`src/rtl/evt_timer_pkg.sv`:
```
package evt_timer_pkg;

    typedef enum logic [1:0] {
        A_CTRL = 2'd0,
        A_MODE = 2'd1,
        A_PRE  = 2'd2,
        A_MAIN = 2'd3
    } reg_addr_e;

    typedef enum logic {
        ST_STOP = 1'b0,
        ST_RUN  = 1'b1
    } run_state_e;

    typedef enum logic [1:0] {
        GATE_OPEN = 2'd0,
        GATE_HIGH = 2'd1,
        GATE_LOW  = 2'd2,
        GATE_SHUT = 2'd3
    } gate_mode_e;

    // bit 0 edge, bit 1 output enable, bit 2 filter, bits 4:3 rate, bits 6:5 gate
    typedef struct packed {
        logic [1:0] gate;
        logic [1:0] rate;
        logic       filt_en;
        logic       out_en;
        logic       fall_edge;
    } mode_t;

    localparam int MODE_W = $bits(mode_t);

endpackage

```
`src/rtl/evt_input_filter.sv`:
```
module evt_input_filter #(
    parameter int DIVW  = 6,
    parameter int NSAMP = 3
) (
    input  logic       clk,
    input  logic       rst_n,
    input  logic       raw,
    input  logic       filt_en,
    input  logic [1:0] rate,
    output logic       level
);
    logic [1:0]       sync_q;
    logic [DIVW-1:0]  div_q;
    logic [DIVW-1:0]  mask;
    logic [NSAMP-1:0] samp_q;
    logic             filt_q;
    logic             tick;

    always_comb begin
        mask = DIVW'((32'd1 << (2 * rate)) - 32'd1);
        tick = (div_q & mask) == '0;
    end

    always_ff @(posedge clk or negedge rst_n) begin
        if (!rst_n) begin
            sync_q <= '0;
            div_q  <= '0;
            samp_q <= '0;
            filt_q <= 1'b0;
        end else begin
            sync_q <= {sync_q[0], raw};
            div_q  <= div_q + 1'b1;
            if (tick)
                samp_q <= {samp_q[NSAMP-2:0], sync_q[1]};
            if (&samp_q)
                filt_q <= 1'b1;
            else if (~|samp_q)
                filt_q <= 1'b0;
        end
    end

    assign level = filt_en ? filt_q : sync_q[1];

endmodule

```
`src/rtl/evt_edge_gate.sv`:
```
module evt_edge_gate
    import evt_timer_pkg::*;
(
    input  logic       clk,
    input  logic       rst_n,
    input  logic       level,
    input  logic       fall_edge,
    input  logic       gate_raw,
    input  logic [1:0] gate_mode,
    output logic       cnt_evt
);
    logic       prev_q;
    logic [1:0] gsync_q;
    logic       hit;
    logic       allow;

    always_ff @(posedge clk or negedge rst_n) begin
        if (!rst_n) begin
            prev_q  <= 1'b0;
            gsync_q <= '0;
        end else begin
            prev_q  <= level;
            gsync_q <= {gsync_q[0], gate_raw};
        end
    end

    always_comb begin
        hit = fall_edge ? (prev_q & ~level) : (level & ~prev_q);
        unique case (gate_mode_e'(gate_mode))
            GATE_OPEN: allow = 1'b1;
            GATE_HIGH: allow = gsync_q[1];
            GATE_LOW:  allow = ~gsync_q[1];
            GATE_SHUT: allow = 1'b0;
        endcase
        cnt_evt = hit & allow;
    end

endmodule

```
`src/rtl/evt_count_core.sv`:
```
module evt_count_core
    import evt_timer_pkg::*;
#(
    parameter int CW = 8
) (
    input  logic          clk,
    input  logic          rst_n,
    input  logic          cnt_evt,
    input  logic          ctrl_wr,
    input  logic          start_val,
    input  logic          stop_force,
    input  logic          pre_wr,
    input  logic          main_wr,
    input  logic [CW-1:0] wr_val,
    input  logic          out_en,
    output logic          running,
    output logic          irq,
    output logic          pulse_out,
    output logic [CW-1:0] pre_cnt,
    output logic [CW-1:0] main_cnt,
    output logic [CW-1:0] pre_rld,
    output logic [CW-1:0] main_rld
);
    run_state_e state_q, state_d;
    logic       pend_pre, pend_main;
    logic       out_q;

    always_ff @(posedge clk or negedge rst_n) begin
        if (!rst_n) state_q <= ST_STOP;
        else        state_q <= state_d;
    end

    always_comb begin
        state_d = state_q;
        unique case (state_q)
            ST_STOP: if (ctrl_wr && start_val && !stop_force) state_d = ST_RUN;
            ST_RUN:  if (stop_force || (ctrl_wr && !start_val)) state_d = ST_STOP;
        endcase
    end

    always_comb begin
        running   = (state_q == ST_RUN);
        pulse_out = out_q;
    end

    always_ff @(posedge clk or negedge rst_n) begin
        if (!rst_n) begin
            pre_cnt   <= '0;
            main_cnt  <= '0;
            pre_rld   <= '0;
            main_rld  <= '0;
            pend_pre  <= 1'b0;
            pend_main <= 1'b0;
            irq       <= 1'b0;
            out_q     <= 1'b0;
        end else begin
            irq <= 1'b0;
            if (pre_wr)  pre_rld  <= wr_val;
            if (main_wr) main_rld <= wr_val;
            if (stop_force) begin
                pre_cnt   <= pre_rld;
                main_cnt  <= main_rld;
                pend_pre  <= 1'b0;
                pend_main <= 1'b0;
            end else if (state_q == ST_STOP) begin
                if (pre_wr) begin
                    pre_cnt  <= wr_val;
                    pend_pre <= 1'b0;
                end
                if (main_wr) begin
                    main_cnt  <= wr_val;
                    pend_main <= 1'b0;
                end
            end else begin
                if (cnt_evt) begin
                    if (pend_pre || pend_main) begin
                        if (pend_pre)  pre_cnt  <= pre_rld;
                        if (pend_main) main_cnt <= main_rld;
                        pend_pre  <= 1'b0;
                        pend_main <= 1'b0;
                    end else if (pre_cnt == '0) begin
                        pre_cnt <= pre_rld;
                        if (main_cnt == '0) begin
                            main_cnt <= main_rld;
                            irq      <= 1'b1;
                            if (out_en) out_q <= ~out_q;
                        end else begin
                            main_cnt <= main_cnt - 1'b1;
                        end
                    end else begin
                        pre_cnt <= pre_cnt - 1'b1;
                    end
                end
                if (pre_wr)  pend_pre  <= 1'b1;
                if (main_wr) pend_main <= 1'b1;
            end
        end
    end

endmodule

```
`src/rtl/evt_timer.sv`:
```
module evt_timer
    import evt_timer_pkg::*;
#(
    parameter int CW    = 8,
    parameter int DIVW  = 6,
    parameter int NSAMP = 3
) (
    input  logic          clk,
    input  logic          rst_n,
    input  logic          wr_en,
    input  logic [1:0]    addr,
    input  logic [CW-1:0] wr_data,
    output logic [CW-1:0] rd_data,
    input  logic          event_in,
    input  logic          gate_in,
    output logic          irq,
    output logic          pulse_out
);
    mode_t         mode_q;
    logic          level;
    logic          cnt_evt;
    logic          running;
    logic          ctrl_wr, pre_wr, main_wr, mode_wr;
    logic [CW-1:0] pre_cnt, main_cnt, pre_rld, main_rld;
    logic          unused_hi_bits;

    assign unused_hi_bits = ^wr_data[CW-1:MODE_W];

    always_comb begin
        ctrl_wr = wr_en && (reg_addr_e'(addr) == A_CTRL);
        mode_wr = wr_en && (reg_addr_e'(addr) == A_MODE);
        pre_wr  = wr_en && (reg_addr_e'(addr) == A_PRE);
        main_wr = wr_en && (reg_addr_e'(addr) == A_MAIN);
    end

    always_ff @(posedge clk or negedge rst_n) begin
        if (!rst_n)       mode_q <= '0;
        else if (mode_wr) mode_q <= mode_t'(wr_data[MODE_W-1:0]);
    end

    evt_input_filter #(.DIVW(DIVW), .NSAMP(NSAMP)) u_filt (
        .clk     (clk),
        .rst_n   (rst_n),
        .raw     (event_in),
        .filt_en (mode_q.filt_en),
        .rate    (mode_q.rate),
        .level   (level)
    );

    evt_edge_gate u_edge (
        .clk       (clk),
        .rst_n     (rst_n),
        .level     (level),
        .fall_edge (mode_q.fall_edge),
        .gate_raw  (gate_in),
        .gate_mode (mode_q.gate),
        .cnt_evt   (cnt_evt)
    );

    evt_count_core #(.CW(CW)) u_core (
        .clk        (clk),
        .rst_n      (rst_n),
        .cnt_evt    (cnt_evt),
        .ctrl_wr    (ctrl_wr),
        .start_val  (wr_data[0]),
        .stop_force (ctrl_wr && wr_data[1]),
        .pre_wr     (pre_wr),
        .main_wr    (main_wr),
        .wr_val     (wr_data),
        .out_en     (mode_q.out_en),
        .running    (running),
        .irq        (irq),
        .pulse_out  (pulse_out),
        .pre_cnt    (pre_cnt),
        .main_cnt   (main_cnt),
        .pre_rld    (pre_rld),
        .main_rld   (main_rld)
    );

    always_comb begin
        unique case (reg_addr_e'(addr))
            A_CTRL: rd_data = {{(CW-1){1'b0}}, running};
            A_MODE: rd_data = CW'(mode_q);
            A_PRE:  rd_data = pre_cnt;
            A_MAIN: rd_data = main_cnt;
        endcase
    end

endmodule

```
`config.mk`:
```
export PLATFORM = sky130hd
export DESIGN_NAME = evt_timer
export DESIGN_NICKNAME = d
export VERILOG_FILES = /design/src/rtl/evt_timer_pkg.sv /design/src/rtl/evt_input_filter.sv /design/src/rtl/evt_edge_gate.sv /design/src/rtl/evt_count_core.sv /design/src/rtl/evt_timer.sv
export SDC_FILE = /design/constraint.sdc
export NUM_CORES = 1
export LEC_CHECK = 0
export BUFFER_PORTS_ARGS = -buffer_cell sky130_fd_sc_hd__clkbuf_2
export CORE_MARGIN = 3
export CORE_UTILIZATION = 45
export DETAILED_ROUTE_END_ITERATION = 8
export REMOVE_ABC_BUFFERS = 1
export SLEW_MARGIN = 0
export SYNTH_ARGS = -nofsm -noshare
export SYNTH_HDL_FRONTEND = slang
export SYNTH_SLANG_ARGS = --single-unit
```
`constraint.sdc`:
```
create_clock -name clk -period 6.33 [get_ports clk]
set_clock_uncertainty 0.1 [all_clocks]
set_input_delay 0.633 -clock clk [delete_from_list [all_inputs] [get_ports clk]]
set_output_delay 0.633 -clock clk [all_outputs]
set_load 0.02 [all_outputs]
```
; Yosys cells after proc, flatten, opt, wreduce, memory -nomap -nowiden
; Cells that the tools add are included.
[totals]
in_bits = 15
out_inout_bits = 10
ff_bits = 59
wordCells = 117
[op_classes]
muxes = 40
n_eq_ne = 11
n_bitwise = 11
reduce_logical = 30
shifts = 1
add_sub_neg = 4
[op_table]
columns = operator, count
row1 = $mux W8, 15
row2 = $pmux W8 S4, 1
row3 = $mux W1, 22
row4 = $reduce_bool A3 Y1, 6
row5 = $logic_not A8 Y1, 2
row6 = $sub A8 B1 Y8 const B, 2
row7 = $ne A4 B3 Y1 const B, 3
row8 = $reduce_and A3 Y1, 4
row9 = $eq A2 B2 Y1 const B, 4
row10 = $logic_and A1 B1 Y1, 8
row11 = $not A1 Y1, 7
row12 = $reduce_and A7 Y1, 1
row13 = $add A6 B1 Y6 const B, 1
row14 = $and A6 B6 Y6, 1
row15 = $logic_not A6 Y1, 1
row16 = $shl A1 B3 Y6 const A, 1
row17 = $sub A6 B1 Y6 const B, 1
row18 = $eq A2 B1 Y1 const B, 2
row19 = $logic_not A2 Y1, 2
row20 = $pmux W1 S4, 1
row21 = $reduce_and A4 Y1, 1
row22 = $and A1 B1 Y1, 3
row23 = $ne A3 B2 Y1 const B, 1
row24 = $reduce_or A3 Y1, 1
row25 = 4 further kinds, 6

; Longest topological paths before layout
; Gate-level depths: netlist of the first run.
[logic_depth]
depth_word = 9
mapped_depth = 8
depth_no_buf = 7

; Hierarchy
; Synthesis of the first run repeated with hierarchy kept, for this count alone.
[unflattened]
cells_unflattened = 308
hier_area_um2 = 3298.2
[modules_own_cells]
columns = mod, area_per_inst_um2, seq_area_each_um2, cells_each, n_inst
row1 = evt_count_core, 2220.9, 925.9, 230, 1
row2 = evt_timer, 489.2, 175.2, 37, 1
row3 = evt_input_filter, 475.5, 300.3, 34, 1
row4 = evt_edge_gate, 112.6, 75.1, 7, 1

; Least setup slack after synthesis of the first run
; OpenSTA, ideal clock, no wires.
[synth_path]
path_type = input port to output port
start = input port addr[0]
end = output port rd_data[1]
t_required_ps = 5597
path_slack_ps = 3740
n_path_buf = 2
path_stages = 4
arrival_time_ps = 1857
path_cell_list = clkbuf_1 -> buf_1 -> nor2b_1 -> a22o_1
[synth_between]
elab_chain_cells = 2
word_cells_on_any_way = 5
cone_classes = eq/ne (3) / mux (1) / reduce/logical (1)
[synth_lines]
columns = item, line
row1 = start: declaration, evt_timer.sv:11  ; input logic [1:0] addr,
row2 = "$eq A2 B2 Y1, or another cell as far along", evt_timer.sv:81  ; unique case (reg_addr_e'(addr))
row3 = $pmux W8 S4 (*), evt_timer.sv:81
row4 = end: declaration, evt_timer.sv:13  ; output logic [CW-1:0] rd_data,
; Every way passes the cells marked *; elsewhere a longest branch is shown, timed or not.

; Worst setup path in the final report of the first run
[layout_path]
start = register mode_q[2] in the netlist's numbering
end = register u_core.main_cnt[1]
[layout_between]
elab_chain_cells = 7
word_cells_on_any_way = 8
cone_classes = eq/ne (1) / mux (2) / bitwise (4) / reduce/logical (1)
[layout_lines]
columns = item, line
row1 = start: declaration, evt_timer.sv:19  ; mode_t mode_q;
row2 = start signal: assignment, evt_timer.sv:38  ; else if (mode_wr) mode_q <= mode_t'(wr_data[MODE_W-1:0]);
row3 = $mux W1 (*), evt_input_filter.sv:42  ; assign level = filt_en ? filt_q : sync_q[1];
row4 = $not A1 Y1, evt_edge_gate.sv:28  ; hit = fall_edge ? (prev_q & ~level) : (level & ~prev_q);
row5 = $and A1 B1 Y1, evt_edge_gate.sv:28
row6 = $mux W1 (*), evt_edge_gate.sv:28
row7 = $and A1 B1 Y1 (*), evt_edge_gate.sv:35  ; cnt_evt = hit & allow;
row8 = $ne A3 B2 Y1 (no source line) (*), n/a
row9 = $reduce_and A4 Y1 (no source line) (*), n/a
row10 = end signal: assignment, evt_count_core.sv:62  ; main_cnt <= main_rld;
row11 = end signal: assignment, evt_count_core.sv:71  ; main_cnt <= wr_val;
row12 = end signal: assignment, evt_count_core.sv:78  ; if (pend_main) main_cnt <= main_rld;
row13 = end: declaration, evt_count_core.sv:20  ; output logic [CW-1:0] main_cnt,
; Marked as above.
; A chain may end at the register's enable or synchronous reset.

==> flow_metrics.tcl, run 1 <==
set metrics [dict create \
    slew_violations 0 \
    required_ps 6450 \
    rsz0062_at_grt "no" \
    dr.pass1.iters 6 \
    dr.first_iter.drc_count 391 \
    htree_levels 3 \
    powerDensity_nw_per_um2 387 \
    grt_pass1_wl_mm 13.3 \
    setup_viol 0 \
    end_kind "flop" \
    dpl.hpwl_mm 5.81 \
    async_flop_share 1.00 \
    final_common_cell "dfrtp_1" \
    cts_root_buf "clkbuf_8" \
    drive_above_1_share 0.263 \
    clockBufferDepth 2 \
    post_cts_buffers 0 \
    cts_hold_buf 0 \
    hold_viol_final 0 \
    relSlewSlack 0.291 \
    cap_violations 0 \
    ios 25 \
    start_util 0.473 \
    synthTopCellsByArea "dfrtp_1 (45%), mux2_2 (11%), o21ai_0 (4.0%)" \
    antenna_found_initial 0 \
    diodes 0 \
    n_fill_cell 651 \
    synth_cells 306 \
    die_y_um 91.2 \
    grt_overflow_total 0 \
    synth.distinct_cells 62 \
    tightest_slew_ps 1060 \
    wire_per_inst_um 18.9 \
    vdd_ir_drop_max_uv 162 \
    cts_tree "yes" \
    synth_top_area_frac 0.452 \
    syn_avg_cell_area_sq_um 10.7 \
    yosysWarningCount 0 \
    cp_data_arrival_time_ps 2920 \
    die_area_sq_um 8320 \
    nNetsFinal 351 \
    numPortBuffers 24 \
    cp-start-kind "flop" \
    ys.flop_type "dfrtp_1" \
    numCtsBuffers 9 \
    core_area_sq_um 6910 \
    regArea_sq_um 1480 \
    die_w_um 91.2 \
    detail-route-antenna-nets 0 \
    clk_pin_slew_ps 70 \
    synth_seq_cells 59 \
    hold_ws_ps 248 \
    clkLatencyLatePin_ps 340 \
    synth-edff-count 0 \
    outcome "finished clean" \
    yosysSeqAreaShare 0.452 \
    layout_min_cycle_time_ps 2800 \
    totalWireLength_mm 8.17 \
    ctsResizeCount 0 \
    synth_area_sq_um 3270 \
    crit_type "reg -> reg" \
    placed_area_sq_um 3420 \
    multi_input_area_sq_um 1650 \
    grt_max_degree 60 \
    fmax_mhz 358 \
    drcViolationCount 0 \
    finalCritPeriodShare 0.442 \
    area_delta_synth_final_pct 11.7 \
    synth_top_area_cell "dfrtp_1" \
    grt_pass1_vias 2421 \
    finalWeightedCongestion 0.913 \
    setup_tns_ps 0 \
    fin_area_sq_um 3650 \
    vias 2614 \
    hold_class "reg -> reg" \
    rows 30 \
    most-common-layout-cells "dfrtp_1 (59), mux2_2 (32), o21ai_0 (26), clkbuf_2 (24), nor2_1 (20)" \
    grtUsageTotal 0.208 \
    worstPathMaxFanout 8 \
    p_leak_nw 1.58 \
    routed_via_density 6.06 \
    clkSinkCount 59 \
]
## worst paths after layout
| kind | startpoint | endpoint | slack (ps) | cells past startpoint |
|---|---|---|---|---|
| min | u_edge.gsync_q[0] | u_edge.gsync_q[1] | 250 | 0 |
| min in group asynchronous | rst_n | u_core.main_rld[7] | 330 | 2 |
| max reg2reg | mode_q[2] | u_core.main_cnt[1] | 3530 | 5 |
| min reg2reg | u_edge.gsync_q[0] | u_edge.gsync_q[1] | 250 | 0 |
| max | mode_q[2] | u_core.main_cnt[1] | 3530 | 5 |
| max in group asynchronous | rst_n | mode_q[3] | 5300 | 2 |
## cell usage after synthesis, types with 2 or more instances
cell	number
dfrtp_1	59
mux2_2	32
o21ai_0	26
nor2_1	20
nand2_1	17
inv_1	13
nand3_1	12
a21oi_1	8
mux2i_1	7
a22o_1	6
ha_1	6
a221oi_1	5
a222oi_1	5
nor4_1	5
xnor2_1	5
a22oi_1	4
clkbuf_1	4
nand4_1	4
nor3_1	4
o31ai_1	4
clkbuf_8	3
nand2b_1	3
nor2b_1	3
o211ai_1	3
a31oi_1	2
a32oi_1	2
and3_1	2
buf_2	2
buf_6	2
nand3b_1	2
nor3b_1	2
or2_2	2
or3_1	2
xor2_1	2
## cells by family after synthesis
family,count (synthesis),share of synthesized area
buf+inv,25,0.0433
fa+ha+maj,6,0.0230
compound gates,77,0.167
mux,40,0.139
xor+xnor,7,0.0188
simple gates,92,0.158
flops,59,0.452
## where the power goes
group	internal [mW]	leakage (nW)	switching, mW	total (mW)
clock	0.243	0.113	0.157	0.399
sequential	0.468	0.707	0.124	0.592
combinational	0.186	0.765	0.236	0.422
total	0.897	1.58	0.517	1.41
## metrics by stage
stage                util  power (mW)  cells  worst slack [ps]
finish              0.529        1.41    431              3530
global route        0.529        1.50    431              3450
CTS                 0.529        1.41    431              3620
detailed placement  0.496        1.01    415              3350
global placement    0.496        1.01    415              3370
floorplan               -       0.866    294              4050
## critical path, stage by stage, from the launching register on
cell	delay [ps]
dfrtp_1	380
mux2i_1	290
mux2i_1	620
a32oi_1	330
or2_0	470
o41ai_2	480
## metal layers
metal	vias up	part of all wire	global-route usage
li1	1206	-	-
met1	1255	0.48	0.308
met3	20	0.075	0.0497
met4	0	0.024	0.0754
met5	-	0	0
met2	133	0.42	0.293
## area by class of cell
| type | count | area share |
|---|---|---|
| inverters | 13 | 0.0134 |
| clock buffers | 12 | 0.0425 |
| multi-input cells | 222 | 0.452 |
| clock inverters | 4 | 0.0199 |
| well taps | 96 | 0.0329 |
| flip-flops and latches | 59 | 0.404 |
| repair buffers | 25 | 0.0350 |
## registers in the layout, indices dropped and copies added, names as in the netlist, 2 cells and up
name,cells
mode_q,7
u_core.main_cnt,8
u_core.main_rld,8
u_core.pre_cnt,8
u_core.pre_rld,8
u_edge.gsync_q,2
u_filt.div_q,6
u_filt.samp_q,3
u_filt.sync_q,2
Power figures use the tool's default switching activity.
==> run 2, diff against run 1 <==
Clock period 6.33 ns to 2.6 ns, I/O delays scaled along.
==> flow_metrics.tcl, run 2 (synthesis gave the netlist of run 1 again) <==
set metrics [dict create \
    drive_above_1_share 0.291 \
    powerDensity_nw_per_um2 888 \
    clkLatencyLatePin_ps 340 \
    dr.first_iter.drc_count 176 \
    slowest_delay_ps 600 \
    die_area_sq_um 8320 \
    utilization 0.545 \
    cap_violations 0 \
    wire_per_inst_um 18.6 \
    finalCritPeriodShare 0.947 \
    nNetsFinal 367 \
    met1_length_mm 3.96 \
    grt_overflow_total 0 \
    numPortBuffers 24 \
    rows 30 \
    finalWeightedCongestion 0.891 \
    required_ps 2720 \
    slew_violations 0 \
    cp_cell_sequence "or4_4 -> nor3_4 -> a211oi_2 -> or2_1 -> o41ai_2" \
    crit_family "simple AND/OR/NAND/NOR gates" \
    p_leak_nw 1.65 \
    fmax_mhz 406 \
    grt_pass1_wl_mm 13.6 \
    rsz0062_at_grt "no" \
    layout_min_cycle_time_ps 2460 \
    cts_tree "yes" \
    hold_class "in -> reg" \
    totalWireLength_mm 8.31 \
    htree_levels 3 \
    start_util 0.473 \
    most-common-layout-cells "dfrtp_1 (59), mux2_2 (32), o21ai_0 (26), clkbuf_2 (24), nor2_1 (20)" \
    clkSinkCount 59 \
    core_area_sq_um 6910 \
    area_delta_synth_final_pct 15.2 \
    numCtsBuffers 9 \
    dr.pass1.iters 5 \
    antenna_found_initial 0 \
    cp_data_arrival_time_ps 2580 \
    relSlewSlack 0.309 \
    cp-start-kind "flop" \
    vias 2611 \
    fin_ws_ps 137 \
    die_y_um 91.2 \
    ios 25 \
    drcViolationCount 0 \
    grt_pass1_vias 2494 \
    critPathSlowestCell "or4_4" \
    cts_root_buf "clkbuf_8" \
    hold_viol_final 0 \
    end_kind "flop" \
    worstPathMaxFanout 6 \
    setup_viol 0 \
    wl_met2_mm 3.58 \
    routed_via_density 5.84 \
    pre_cts_slack_ps 132 \
    grtUsageTotal 0.214 \
    final_common_cell "dfrtp_1" \
    diodes 0 \
    clk_pin_slew_ps 70 \
    met3WireLength_um 558 \
    detail-route-antenna-nets 0 \
    crit_type "reg -> reg" \
    critPathBufInv 0 \
    dr.max_layer_used "met4" \
    n_fill_cell 651 \
    tightest_slew_ps 1030 \
    clockBufferDepth 2 \
    setup_tns_ps 0 \
    dpl.hpwl_mm 6.11 \
    vdd_ir_drop_max_uv 401 \
    grt_max_degree 37 \
    outcome "finished clean" \
    die_w_um 91.2 \
]
-- run 2: cell types whose count changed in the layout (fill, tap and decap cells not counted), sizes merged --
cell and delta:
buf +13, clkinv +3, dlygate4sd3 +3, clkbuf -2, bufinv -1
-- run 2: final timing paths --
kind | start | endpoint | slack (ps) | cells after the start
max | u_core.pre_cnt[4] | u_core.main_cnt[1] | 140 | 5
min | wr_data[7] | u_core.main_rld[7] | 120 | 2
max reg2reg | u_core.pre_cnt[4] | u_core.main_cnt[1] | 140 | 5
min reg2reg | u_edge.gsync_q[0] | u_edge.gsync_q[1] | 250 | 0
max in group asynchronous | rst_n | u_filt.filt_q | 1390 | 3
min in group asynchronous | rst_n | u_core.running | 380 | 2
-- run 2: power breakdown --
part	switching [mW]	total, mW	internal, mW
registers	0.271	1.41	1.14
logic	0.592	1.09	0.495
clock network	0.380	0.848	0.468
-- run 2: final cells by class --
cell class                      count  area, sq um  share of cell area
Multi-Input combinational cell    222         1650               0.438
Timing Repair Buffer               41          268              0.0711
Sequential cell                    59         1480               0.392
Inverter                           13         48.8              0.0130
Tap cell                           96          120              0.0319
Clock inverter                      6         65.1              0.0173
Clock buffer                       10          138              0.0365
-- run 2: stage by stage --
stage / hold WS, ps / cells / instance area [sq um] / total power [mW]
detailed placement: 212 / 428 / 3530 / 2.50
global placement: 213 / 428 / 3530 / 2.50
finish: 123 / 447 / 3770 / 3.35
global route: 131 / 447 / 3770 / 3.57
floorplan: -136 / 294 / 3180 / 2.11
CTS: 111 / 447 / 3770 / 3.37
-- run 2: what timing repair did --
item	CTS	global route
endpoints found under the setup margin	0	6
hold buffers	3	0
endpoints found under the hold margin	25	0
buffers inserted	0	0
resized for setup	0	1
-- run 2: layer usage --
layer  GRT usage  vias to the layer above
met1       0.319                     1282
met2       0.294                       71
met3      0.0447                       17
li1            -                     1241
met5           0                        -
met4       0.101                        0
==> run 3, diff against run 2 <==
==> constraint.sdc (replaced) <==
create_clock -name clk -period 2.7 [get_ports clk]
set_clock_uncertainty 0.1 [all_clocks]
set_input_delay 0.27 -clock clk [delete_from_list [all_inputs] [get_ports clk]]
set_output_delay 0.27 -clock clk [all_outputs]
set_load 0.05 [all_outputs]
==> flow_metrics.tcl, run 3 (synthesis gave the netlist of run 1 again) <==
set metrics [dict create \
    outcome "finished clean" \
    layout_min_cycle_time_ps 2510 \
    p_sw_frac 0.389 \
    cp-start-kind "flop" \
    diodes 0 \
    grtUsageTotal 0.209 \
    multi_input_area_sq_um 1650 \
    die_w_um 91.2 \
    p_sw_mw 1.28 \
    wire_per_inst_um 18.6 \
    dr.pass1.iters 5 \
    fmax_mhz 398 \
    dr.first_iter.drc_count 149 \
    critPathSlowestCell "dfrtp_1" \
    htree_levels 3 \
    relSlewSlack 0.324 \
    cts_root_buf "clkbuf_8" \
    grt_pass1_wl_mm 13.4 \
    nNetsFinal 366 \
    rows 30 \
    crit_type "reg -> reg" \
    start_util 0.473 \
    tightest_slew_ps 1010 \
    finalCritPeriodShare 0.930 \
    p_int_mw 2.02 \
    core_area_sq_um 6910 \
    final_common_cell "dfrtp_1" \
    numCtsBuffers 9 \
    hold_class "in -> reg" \
    numPortBuffers 24 \
    area_delta_synth_final_pct 15.0 \
    setup_viol 0 \
    p_leak_nw 1.65 \
    slew_violations 0 \
    clockBufferDepth 2 \
    drive_above_1_share 0.289 \
    regArea_sq_um 1480 \
    grt_max_degree 32 \
    worstPathMaxFanout 7 \
    n_fill_cell 658 \
    die_y_um 91.2 \
    clkLatencyLatePin_ps 340 \
    critPathBufInv 1 \
    cap_violations 0 \
    clk_pin_slew_ps 70 \
    pwr-share-clk 0.247 \
    antenna_found_initial 0 \
    cts_tree "yes" \
    finalWeightedCongestion 0.886 \
    routed_via_density 6.01 \
    cp_num_cells 7 \
    slowest_delay_ps 490 \
    hold_viol_final 0 \
    die_area_sq_um 8320 \
    crit_family "simple AND/OR/NAND/NOR gates" \
    power_frac_seq 0.418 \
    powerDensity_nw_per_um2 878 \
    clkSinkCount 59 \
    reg2reg_depth 7 \
    most-common-layout-cells "dfrtp_1 (59), mux2_2 (32), o21ai_0 (26), clkbuf_2 (24), nor2_1 (20)" \
    utilization 0.544 \
    setup_tns_ps 0 \
    vdd_ir_drop_max_uv 416 \
    dpl.hpwl_mm 6.03 \
    comb_power_share 0.335 \
    end_kind "flop" \
    totalWireLength_mm 8.32 \
    rsz0062_at_grt "no" \
    cp_data_arrival_time_ps 2640 \
    min_path_cells 2 \
    grt_pass1_vias 2555 \
    detail-route-antenna-nets 0 \
    grt_overflow_total 0 \
    drcViolationCount 0 \
    vias 2679 \
    total_power_mw 3.30 \
    post_cts_buffers 0 \
    required_ps 2820 \
    ios 25 \
    cp_cell_sequence "inv_1 -> ha_1 -> or2b_2 -> nor3_4 -> a211oi_2 -> or2_0 -> mux2_2" \
]
[run 3: power by group through the flow]
stage	Combinational (mW)	Clock, mW	Sequential, mW
final	1.10	0.816	1.38
after CTS	1.10	0.835	1.37
after global placement	1.08	0	1.38
after global routing	1.21	0.881	1.41
after detailed placement	1.09	0	1.39
after floorplan	0.822	0	1.29
[run 3: timing repair]
| item | CTS | global route |
|---|---|---|
| gates resized for setup | 0 | 0 |
| hold buffers | 3 | 0 |
| hold endpoints to repair | 32 | 0 |
[run 3: path summary, 6_finish.rpt]
path / start / endpoint / slack [ps]
setup / recovery: u_core.pre_cnt[0] / u_core.main_cnt[2] / 190
hold / removal: wr_data[7] / u_core.main_rld[7] / 130
min in group asynchronous: rst_n / u_core.pre_rld[7] / 450
max in group asynchronous: rst_n / mode_q[1] / 1420
hold reg to reg: u_filt.sync_q[0] / u_filt.sync_q[1] / 250
setup reg to reg: u_core.pre_cnt[0] / u_core.main_cnt[2] / 190
[run 3: area by class of cell]
cell class / instances / share of cell area
clock buffers: 10 / 0.0366
clock inverters: 6 / 0.0173
inverters: 13 / 0.0130
multi-input cells: 222 / 0.439
flip-flops and latches: 59 / 0.393
well taps: 96 / 0.0320
repair buffers: 40 / 0.0692
[run 3: layer usage]
| metal | vias to the layer above | share of wire | track usage |
|---|---|---|---|
| li1 | 1237 | - | - |
| met4 | 0 | 0.021 | 0.0930 |
| met2 | 90 | 0.45 | 0.307 |
| met5 | - | 0 | 0 |
| met3 | 12 | 0.059 | 0.0464 |
| met1 | 1340 | 0.47 | 0.295 |
[run 3: through the flow]
step	hold slack [ps]	setup WS [ps]	instances	area (sq um)
2_1_floorplan	-126	480	294	3180
3_3_place_gp	236	262	427	3530
3_5_place_dp	236	243	427	3530
4_1_cts	111	219	446	3760
5_1_grt	123	45.6	446	3760
6_report	126	189	446	3760
[run 3: worst reg2reg max path, delay by kind of cell, from the launching register on]
family	cells	cell delay, ps
compound gates	1	470
simple gates	3	620
flops	1	490
mux	1	370
buf+inv	1	110
fa+ha+maj	1	230
